**src/rtl/pio_xfer_pkg.sv**
```systemverilog
package pio_xfer_pkg;

  typedef enum logic [2:0] {
    ST_IDLE,
    ST_FILL,
    ST_WAIT_IN,
    ST_XFER_IN,
    ST_XFER_OUT,
    ST_WAIT_OUT,
    ST_DRAIN
  } pio_state_e;

  // identification table word for index n
  function automatic logic [15:0] ident_word(input logic [7:0] n);
    return {8'hD1, n};
  endfunction

endpackage

```
**src/rtl/pio_sector_buf.sv**
```systemverilog
module pio_sector_buf #(
  parameter int AW = 8,
  parameter int DW = 16
) (
  input  logic          clk,
  input  logic          we,
  input  logic [AW-1:0] waddr,
  input  logic [DW-1:0] wdata,
  input  logic [AW-1:0] raddr,
  output logic [DW-1:0] rdata
);
  localparam int DEPTH = 2 ** AW;

  logic [DW-1:0] mem [DEPTH];

  always_ff @(posedge clk) begin
    if (we) mem[waddr] <= wdata;
    rdata <= mem[raddr];
  end
endmodule

```
**src/rtl/pio_byte_cnt.sv**
```systemverilog
module pio_byte_cnt #(
  parameter int BLK_BYTES = 512,
  parameter int CMD_W     = 18
) (
  input  logic             clk,
  input  logic             rst,
  input  logic             cmd_load,
  input  logic [CMD_W-1:0] cmd_bytes,
  input  logic             blk_load,
  input  logic             dec,
  output logic             blk_last,
  output logic             cmd_last,
  output logic             cmd_zero
);
  localparam int BLK_W = $clog2(BLK_BYTES + 1);

  logic [BLK_W-1:0] blk_left;
  logic [CMD_W-1:0] cmd_left;

  always_ff @(posedge clk) begin
    if (rst) begin
      blk_left <= '0;
      cmd_left <= '0;
    end else begin
      if (cmd_load)  cmd_left <= cmd_bytes;
      else if (dec)  cmd_left <= cmd_left - CMD_W'(2);
      if (blk_load)  blk_left <= BLK_W'(BLK_BYTES);
      else if (dec)  blk_left <= blk_left - BLK_W'(2);
    end
  end

  assign blk_last = (blk_left == BLK_W'(2));
  assign cmd_last = (cmd_left == CMD_W'(2));
  assign cmd_zero = (cmd_left == '0);

  // a word transfer never drives a counter below zero
  p_no_underflow_r4: assert property (@(posedge clk) disable iff (rst)
    dec |-> (blk_left >= BLK_W'(2)) && (cmd_left >= CMD_W'(2)));

  // each word transfer removes two bytes from the command count
  p_step_two_r4: assert property (@(posedge clk) disable iff (rst)
    (dec && !cmd_load) |=> (cmd_left == $past(cmd_left) - CMD_W'(2)));
endmodule

```
**src/rtl/pio_sector_engine.sv**
```systemverilog
module pio_sector_engine
  import pio_xfer_pkg::*;
#(
  parameter int SECTOR_BYTES = 512,
  parameter int LBA_W        = 28,
  parameter int CNT_W        = 8
) (
  input  logic             clk,
  input  logic             rst,
  input  logic             cmd_start,
  input  logic             cmd_write,
  input  logic             cmd_ident,
  input  logic [CNT_W-1:0] cmd_count,
  input  logic [LBA_W-1:0] cmd_lba,
  input  logic             irq_mask,
  input  logic             stat_rd,
  input  logic             dreg_rd,
  input  logic             dreg_wr,
  input  logic [15:0]      dreg_wdata,
  output logic [15:0]      dreg_rdata,
  output logic             sto_rd_req,
  output logic             sto_wr_req,
  output logic [LBA_W-1:0] sto_lba,
  input  logic             sto_rvalid,
  input  logic [15:0]      sto_rdata,
  input  logic             sto_ready,
  output logic [15:0]      sto_wdata,
  output logic             st_bsy,
  output logic             st_drq,
  output logic             st_dsc,
  output logic             irq
);
  localparam int WORDS    = SECTOR_BYTES / 2;
  localparam int AW       = $clog2(WORDS);
  localparam int MAX_SECT = 2 ** CNT_W;
  localparam int CMD_W    = $clog2(MAX_SECT * SECTOR_BYTES + 1);
  localparam logic [AW-1:0] LAST_W = AW'(WORDS - 1);

  pio_state_e       state;
  logic             ident_q;
  logic [LBA_W-1:0] lba_q;
  logic [AW-1:0]    fill_idx, w_idx, raddr, waddr;
  logic [15:0]      ram_q, ram_wdata;
  logic             ram_we;
  logic             start_ok, rd_acc, wr_acc, dr_acc, fill_acc, advance;
  logic             fill_done, drain_done, blk_load;
  logic             blk_last, cmd_last, cmd_zero;
  logic [CMD_W-1:0] sect_n, start_bytes;

  assign start_ok  = cmd_start && (state == ST_IDLE);
  assign rd_acc    = (state == ST_XFER_IN)  && dreg_rd;
  assign wr_acc    = (state == ST_XFER_OUT) && dreg_wr;
  assign dr_acc    = (state == ST_DRAIN)    && sto_ready;
  assign fill_acc  = (state == ST_FILL) && (ident_q || sto_rvalid);
  assign advance   = rd_acc || wr_acc || dr_acc;
  assign fill_done = fill_acc && (fill_idx == LAST_W);
  assign drain_done = dr_acc && (w_idx == LAST_W);
  assign blk_load  = fill_done || (drain_done && !cmd_zero) ||
                     (start_ok && cmd_write && !cmd_ident);

  assign sect_n      = (cmd_count == '0) ? CMD_W'(MAX_SECT) : CMD_W'(cmd_count);
  assign start_bytes = cmd_ident ? CMD_W'(SECTOR_BYTES)
                                 : sect_n * CMD_W'(SECTOR_BYTES);

  // read port always shows the word at the transfer pointer
  assign raddr     = advance ? (w_idx + AW'(1)) : w_idx;
  assign ram_we    = fill_acc || wr_acc;
  assign waddr     = (state == ST_FILL) ? fill_idx : w_idx;
  assign ram_wdata = (state != ST_FILL) ? dreg_wdata :
                     ident_q ? ident_word(8'(fill_idx)) : sto_rdata;

  pio_sector_buf #(.AW(AW), .DW(16)) u_buf (
    .clk(clk), .we(ram_we), .waddr(waddr), .wdata(ram_wdata),
    .raddr(raddr), .rdata(ram_q)
  );

  pio_byte_cnt #(.BLK_BYTES(SECTOR_BYTES), .CMD_W(CMD_W)) u_cnt (
    .clk(clk), .rst(rst), .cmd_load(start_ok), .cmd_bytes(start_bytes),
    .blk_load(blk_load), .dec(rd_acc || wr_acc),
    .blk_last(blk_last), .cmd_last(cmd_last), .cmd_zero(cmd_zero)
  );

  always_ff @(posedge clk) begin
    if (rst) begin
      state    <= ST_IDLE;
      ident_q  <= 1'b0;
      lba_q    <= '0;
      fill_idx <= '0;
      w_idx    <= '0;
      st_bsy   <= 1'b0;
      st_drq   <= 1'b0;
      st_dsc   <= 1'b0;
      irq      <= 1'b0;
    end else begin
      if (stat_rd) irq <= 1'b0;
      if (advance) w_idx <= w_idx + AW'(1);
      unique case (state)
        ST_IDLE: if (cmd_start) begin
          irq      <= 1'b0;
          ident_q  <= cmd_ident;
          lba_q    <= cmd_lba;
          w_idx    <= '0;
          fill_idx <= '0;
          if (cmd_write && !cmd_ident) begin
            state  <= ST_XFER_OUT;
            st_drq <= 1'b1;
          end else begin
            state  <= ST_FILL;
            st_bsy <= 1'b1;
          end
        end
        ST_FILL: if (fill_acc) begin
          fill_idx <= fill_idx + AW'(1);
          if (fill_done) begin
            st_bsy <= 1'b0;
            st_drq <= 1'b1;
            w_idx  <= '0;
            if (!ident_q) lba_q <= lba_q + LBA_W'(1);
            if (!irq_mask) begin
              irq   <= 1'b1;
              state <= ST_WAIT_IN;
            end else begin
              state <= ST_XFER_IN;
            end
          end
        end
        ST_WAIT_IN:  if (stat_rd) state <= ST_XFER_IN;
        ST_XFER_IN: if (dreg_rd && blk_last) begin
          st_drq <= 1'b0;
          if (cmd_last) begin
            st_bsy <= 1'b0;
            state  <= ST_IDLE;
          end else begin
            st_bsy   <= 1'b1;
            fill_idx <= '0;
            state    <= ST_FILL;
          end
        end
        ST_XFER_OUT: if (dreg_wr && blk_last) begin
          st_drq <= 1'b0;
          st_bsy <= 1'b1;
          st_dsc <= 1'b1;
          state  <= ST_DRAIN;
        end
        ST_WAIT_OUT: if (stat_rd) state <= ST_XFER_OUT;
        ST_DRAIN: if (drain_done) begin
          lba_q  <= lba_q + LBA_W'(1);
          st_bsy <= 1'b0;
          if (cmd_zero) begin
            irq   <= !irq_mask;
            state <= ST_IDLE;
          end else begin
            st_drq <= 1'b1;
            if (!irq_mask) begin
              irq   <= 1'b1;
              state <= ST_WAIT_OUT;
            end else begin
              state <= ST_XFER_OUT;
            end
          end
        end
        default: state <= ST_IDLE;
      endcase
    end
  end

  assign dreg_rdata = ram_q;
  assign sto_wdata  = ram_q;
  assign sto_lba    = lba_q;
  assign sto_rd_req = (state == ST_FILL) && !ident_q;
  assign sto_wr_req = (state == ST_DRAIN);

  // busy and data request are never reported together
  p_bsy_drq_excl_r2: assert property (@(posedge clk) disable iff (rst)
    !(st_bsy && st_drq));

  // while waiting for the status read the data register holds still
  p_wait_hold_r3: assert property (@(posedge clk) disable iff (rst)
    (state == ST_WAIT_IN && !stat_rd) |=> (state == ST_WAIT_IN) && $stable(dreg_rdata));

  // a fetched sector moves the LBA on by one
  p_lba_step_r5: assert property (@(posedge clk) disable iff (rst)
    (fill_done && !ident_q) |=> (sto_lba == $past(sto_lba) + LBA_W'(1)));

  // last data-in word ends the command quietly
  p_in_done_r6: assert property (@(posedge clk) disable iff (rst)
    (rd_acc && blk_last && cmd_last) |=> (!st_bsy && !st_drq && !irq));

  // data-out opens with a data request and no interrupt
  p_first_out_r9: assert property (@(posedge clk) disable iff (rst)
    (start_ok && cmd_write && !cmd_ident) |=> (st_drq && !st_bsy && !irq));

  // a full written block commits with busy and seek complete
  p_commit_r10: assert property (@(posedge clk) disable iff (rst)
    (wr_acc && blk_last) |=> (st_bsy && st_dsc && sto_wr_req && !st_drq));

  // a start during a transfer changes nothing
  p_start_ignored_r13: assert property (@(posedge clk) disable iff (rst)
    (state == ST_XFER_OUT && cmd_start && !dreg_wr) |=> (state == ST_XFER_OUT));
endmodule

```
**config.mk**
```make
export PLATFORM = sky130hd
export DESIGN_NAME = pio_sector_engine
export DESIGN_NICKNAME = d
export VERILOG_FILES = /design/src/rtl/pio_xfer_pkg.sv /design/src/rtl/pio_sector_buf.sv /design/src/rtl/pio_byte_cnt.sv /design/src/rtl/pio_sector_engine.sv
export SDC_FILE = /design/constraint.sdc
export NUM_CORES = 2
export LEC_CHECK = 0
export ABC_AREA = 0
export BUFFER_PORTS_ARGS = -buffer_cell sky130_fd_sc_hd__buf_4
export CELL_PAD_IN_SITES_DETAIL_PLACEMENT = 1
export CELL_PAD_IN_SITES_GLOBAL_PLACEMENT = 1
export CORE_ASPECT_RATIO = 0.7
export CORE_MARGIN = 2
export CORE_UTILIZATION = 45
export DETAILED_ROUTE_END_ITERATION = 12
export PLACE_DENSITY_LB_ADDON = 0.1
export SLEW_MARGIN = 15
export SYNTH_ARGS = -nofsm -noshare
export SYNTH_HDL_FRONTEND = slang
export SYNTH_HIERARCHICAL = 1
export SYNTH_SLANG_ARGS = --single-unit
```
**constraint.sdc**
```tcl
create_clock -name clk -period 25.9 [get_ports clk]
set_input_delay 2.59 -clock clk [delete_from_list [all_inputs] [get_ports clk]]
set_output_delay 2.59 -clock clk [all_outputs]
set_load 0.01 [all_outputs]
```
==> flow_metrics.env <==
export IMPL_grt_usage=0.2681
export IMPL_cts_sinks=4191
export IMPL_grt_overflow=0
export IMPL_cts_buffer_depth=4
export IMPL_fin_area_sq_um=185700
export IMPL_die_h_microns=509.5
export IMPL_place_hpwl_mm=302.2
export IMPL_clock_skew_ns=0.03605
export IMPL_tritoncts="yes"
export IMPL_vias=87110
export IMPL_clkTransAtPathRegs_ns=0.07
export IMPL_fin_tns_setup_ns=0
export IMPL_status="complete, no violations"
export IMPL_start_util=0.4522
export IMPL_grt_pass1_vias=86590
export IMPL_die_area_sq_um=369900
export IMPL_finalNonFillerCells=13760
export IMPL_synth_async_sr_flop_share=0
export IMPL_min_period_ns=8.799
export IMPL_cts_resized=0
export IMPL_pin_count=145
export IMPL_antenna_found_initial=26
export IMPL_place_area_sq_um=172500
export IMPL_hold_path_class="reg -> reg"
export IMPL_synth_edf_count=4096
export IMPL_pwr_density_cell_nw_per_um2=81.14
export IMPL_ys_ff_latch=4191
export IMPL_syn_inst=8086
export IMPL_grt_pass1_wl_mm=698.3
export IMPL_vias_per_cell=6.332
export IMPL_drtIter0Drc=10980
export IMPL_fmax_mhz=113.7
export IMPL_grt_max_degree=205
export IMPL_timing_final_crit_share=0.3397
export IMPL_drc=0
export IMPL_max_slew_margin=0.03377
export IMPL_whs_ns=0.4998
export IMPL_wl_mm=501.0
export IMPL_dp_cells=13000
export IMPL_fin_util=0.5114
export IMPL_cp_max_fo=54
export IMPL_place_ws_ns=15.95
export IMPL_antenna_left=0
export IMPL_layout_nets=8634
export IMPL_endpoint_kind="flop"
export IMPL_wl_per_cell_microns=36.42
export IMPL_setup_slack_ns=17.10
export IMPL_crit_required_ns=26.66
export IMPL_finalHoldViolations=0
export IMPL_yosysUniqueCellTypes=95
export IMPL_port_buffers=144
export IMPL_synth_avg_cell_area_sq_um=20.31
export IMPL_total_leakage_power_nw=55.84
export IMPL_numCtsBuffers=408
export IMPL_total_power_mw=15.07
export IMPL_h_tree_depth=5
export IMPL_core_area_sq_um=363200
export IMPL_yosysSeqAreaShare=0.7605
export IMPL_ir_drop_v=0.00005890
export IMPL_die_w_microns=726.1
export IMPL_drt_pass1_iterations=6
export IMPL_synth_cell_area_sq_um=164200
export IMPL_drive_gt1_frac=0.2520
export IMPL_final_max_slew_violation_count=0
export IMPL_rows=185
export IMPL_rsz0062_at_grt="no"
export IMPL_drv_cap=0
export IMPL_cts_hold_buffers=0
export IMPL_worst_slew_pin_slew_ns=1.449
export IMPL_clkLatencyLatePin_ns=0.94
export IMPL_yosys_warnings=6
export IMPL_place_congestion=0.8713
export IMPL_area_growth_pct=13.08
export IMPL_ys_flop_type="edfxtp_1"
export IMPL_cts_setup_buffers=0
export IMPL_setup_violations=0
export IMPL_cp_start_kind="input pin"
export IMPL_crit_type="in -> reg"
export IMPL_clock_root_buffer="clkbuf_16"
export IMPL_cp_arrival_ns=9.56
Yosys cell counts, drive strengths merged (32+ instances only):
master,count,area share
edfxtp,4096,0.75
dfxtp,95,0.012
o21ai,85,0.0026
a22oi,44,0.0020
nor4,32,0.0014
a22o,32,0.0017
nand4,41,0.0017
nand3,63,0.0020
mux2i,579,0.035
mux2,88,0.0060
nor2,356,0.0082
o22ai,149,0.0057
o221ai,257,0.014
nand2,144,0.0033
buf,260,0.013
nor2b,33,0.0013
a21oi,222,0.0068
mux4,797,0.11
nor3,118,0.0037
clkbuf,256,0.0059
area by class of cell:
cell class | count | area [sq um]
Multi-Input combinational cell | 3366 | 37130
Fill cell | 32000 | 177500
Clock inverter | 264 | 2481
Clock buffer | 482 | 10580
Antenna cell | 10 | 25.02
Sequential cell | 4191 | 124900
Inverter | 21 | 91.34
Timing Repair Buffer | 561 | 4425
Tap cell | 4862 | 6083
kinds of logic after synthesis:
logic type | synth area share
AOI/OAI and AO/OA | 0.04145
xor gates and xnor gates | 0.001600
adders and majority gates | 0.0004571
buffers and inverters | 0.01902
DFF | 0.7605
muxes | 0.1506
other | 0.00002283
and+or+nand+nor | 0.02636
placed cells by master (no fill, tap or decap), types with 113 or more instances in the layout:
cell,netlist,routed
edfxtp_1,4096,4096
mux4_2,797,797
mux2i_1,579,579
buf_4,47,543
clkbuf_16,0,412
o221ai_1,256,253
nor2_1,354,237
a21oi_1,222,218
o22ai_1,149,149
nand2_1,143,133
clkinv_1,0,113
routing by layer:
metal | up-vias | GRT usage | wire (microns)
met4 | 2 | 0.05924 | 10990
met3 | 561 | 0.06542 | 50010
met1 | 47900 | 0.4172 | 223600
li1 | 34860 | - | -
met5 | - | 0 | 20
met2 | 3791 | 0.3836 | 216400
worst max-delay path, cell delays in order:
cell,delay (ns)
buf_4,0.13
mux2i_1,0.18
o21a_1,0.31
xnor2_2,0.14
buf_4,0.60
buf_4,0.78
buf_4,0.84
buf_4,0.92
buf_4,0.94
mux4_2,0.61
o22ai_1,0.18
nor3_1,0.13
nor3_1,0.86
nor4_1,0.09
where the power goes:
group | switching [mW] | internal, mW | leakage, nW
clock network | 2.61 | 3.34 | 6.36
registers | 0.0332 | 7.86 | 37.7
logic | 0.902 | 0.321 | 11.8
total | 3.55 | 11.5 | 55.8
flip-flops by register name (all words and copies together) (netlist names):
signal / count
fill_idx: 8
state: 3
ident_q: 1
st_bsy: 1
st_drq: 1
u_buf/mem: 4096
w_idx: 8
sto_lba: 28
st_dsc: 1
u_cnt/blk_left: 9
u_buf/rdata: 16
u_cnt/cmd_left: 18
irq: 1
final timing paths:
check | depth (start not counted) | slack, ns | from | endpoint
hold reg to reg | 2 | 0.50 | st_drq | st_drq
setup reg to reg | 13 | 17.81 | state[1] | u_buf/rdata[7]
hold / removal | 2 | 0.50 | st_drq | st_drq
setup / recovery | 14 | 17.10 | sto_ready | u_buf/rdata[7]
No activity file was read; power rests on OpenSTA's default activity.
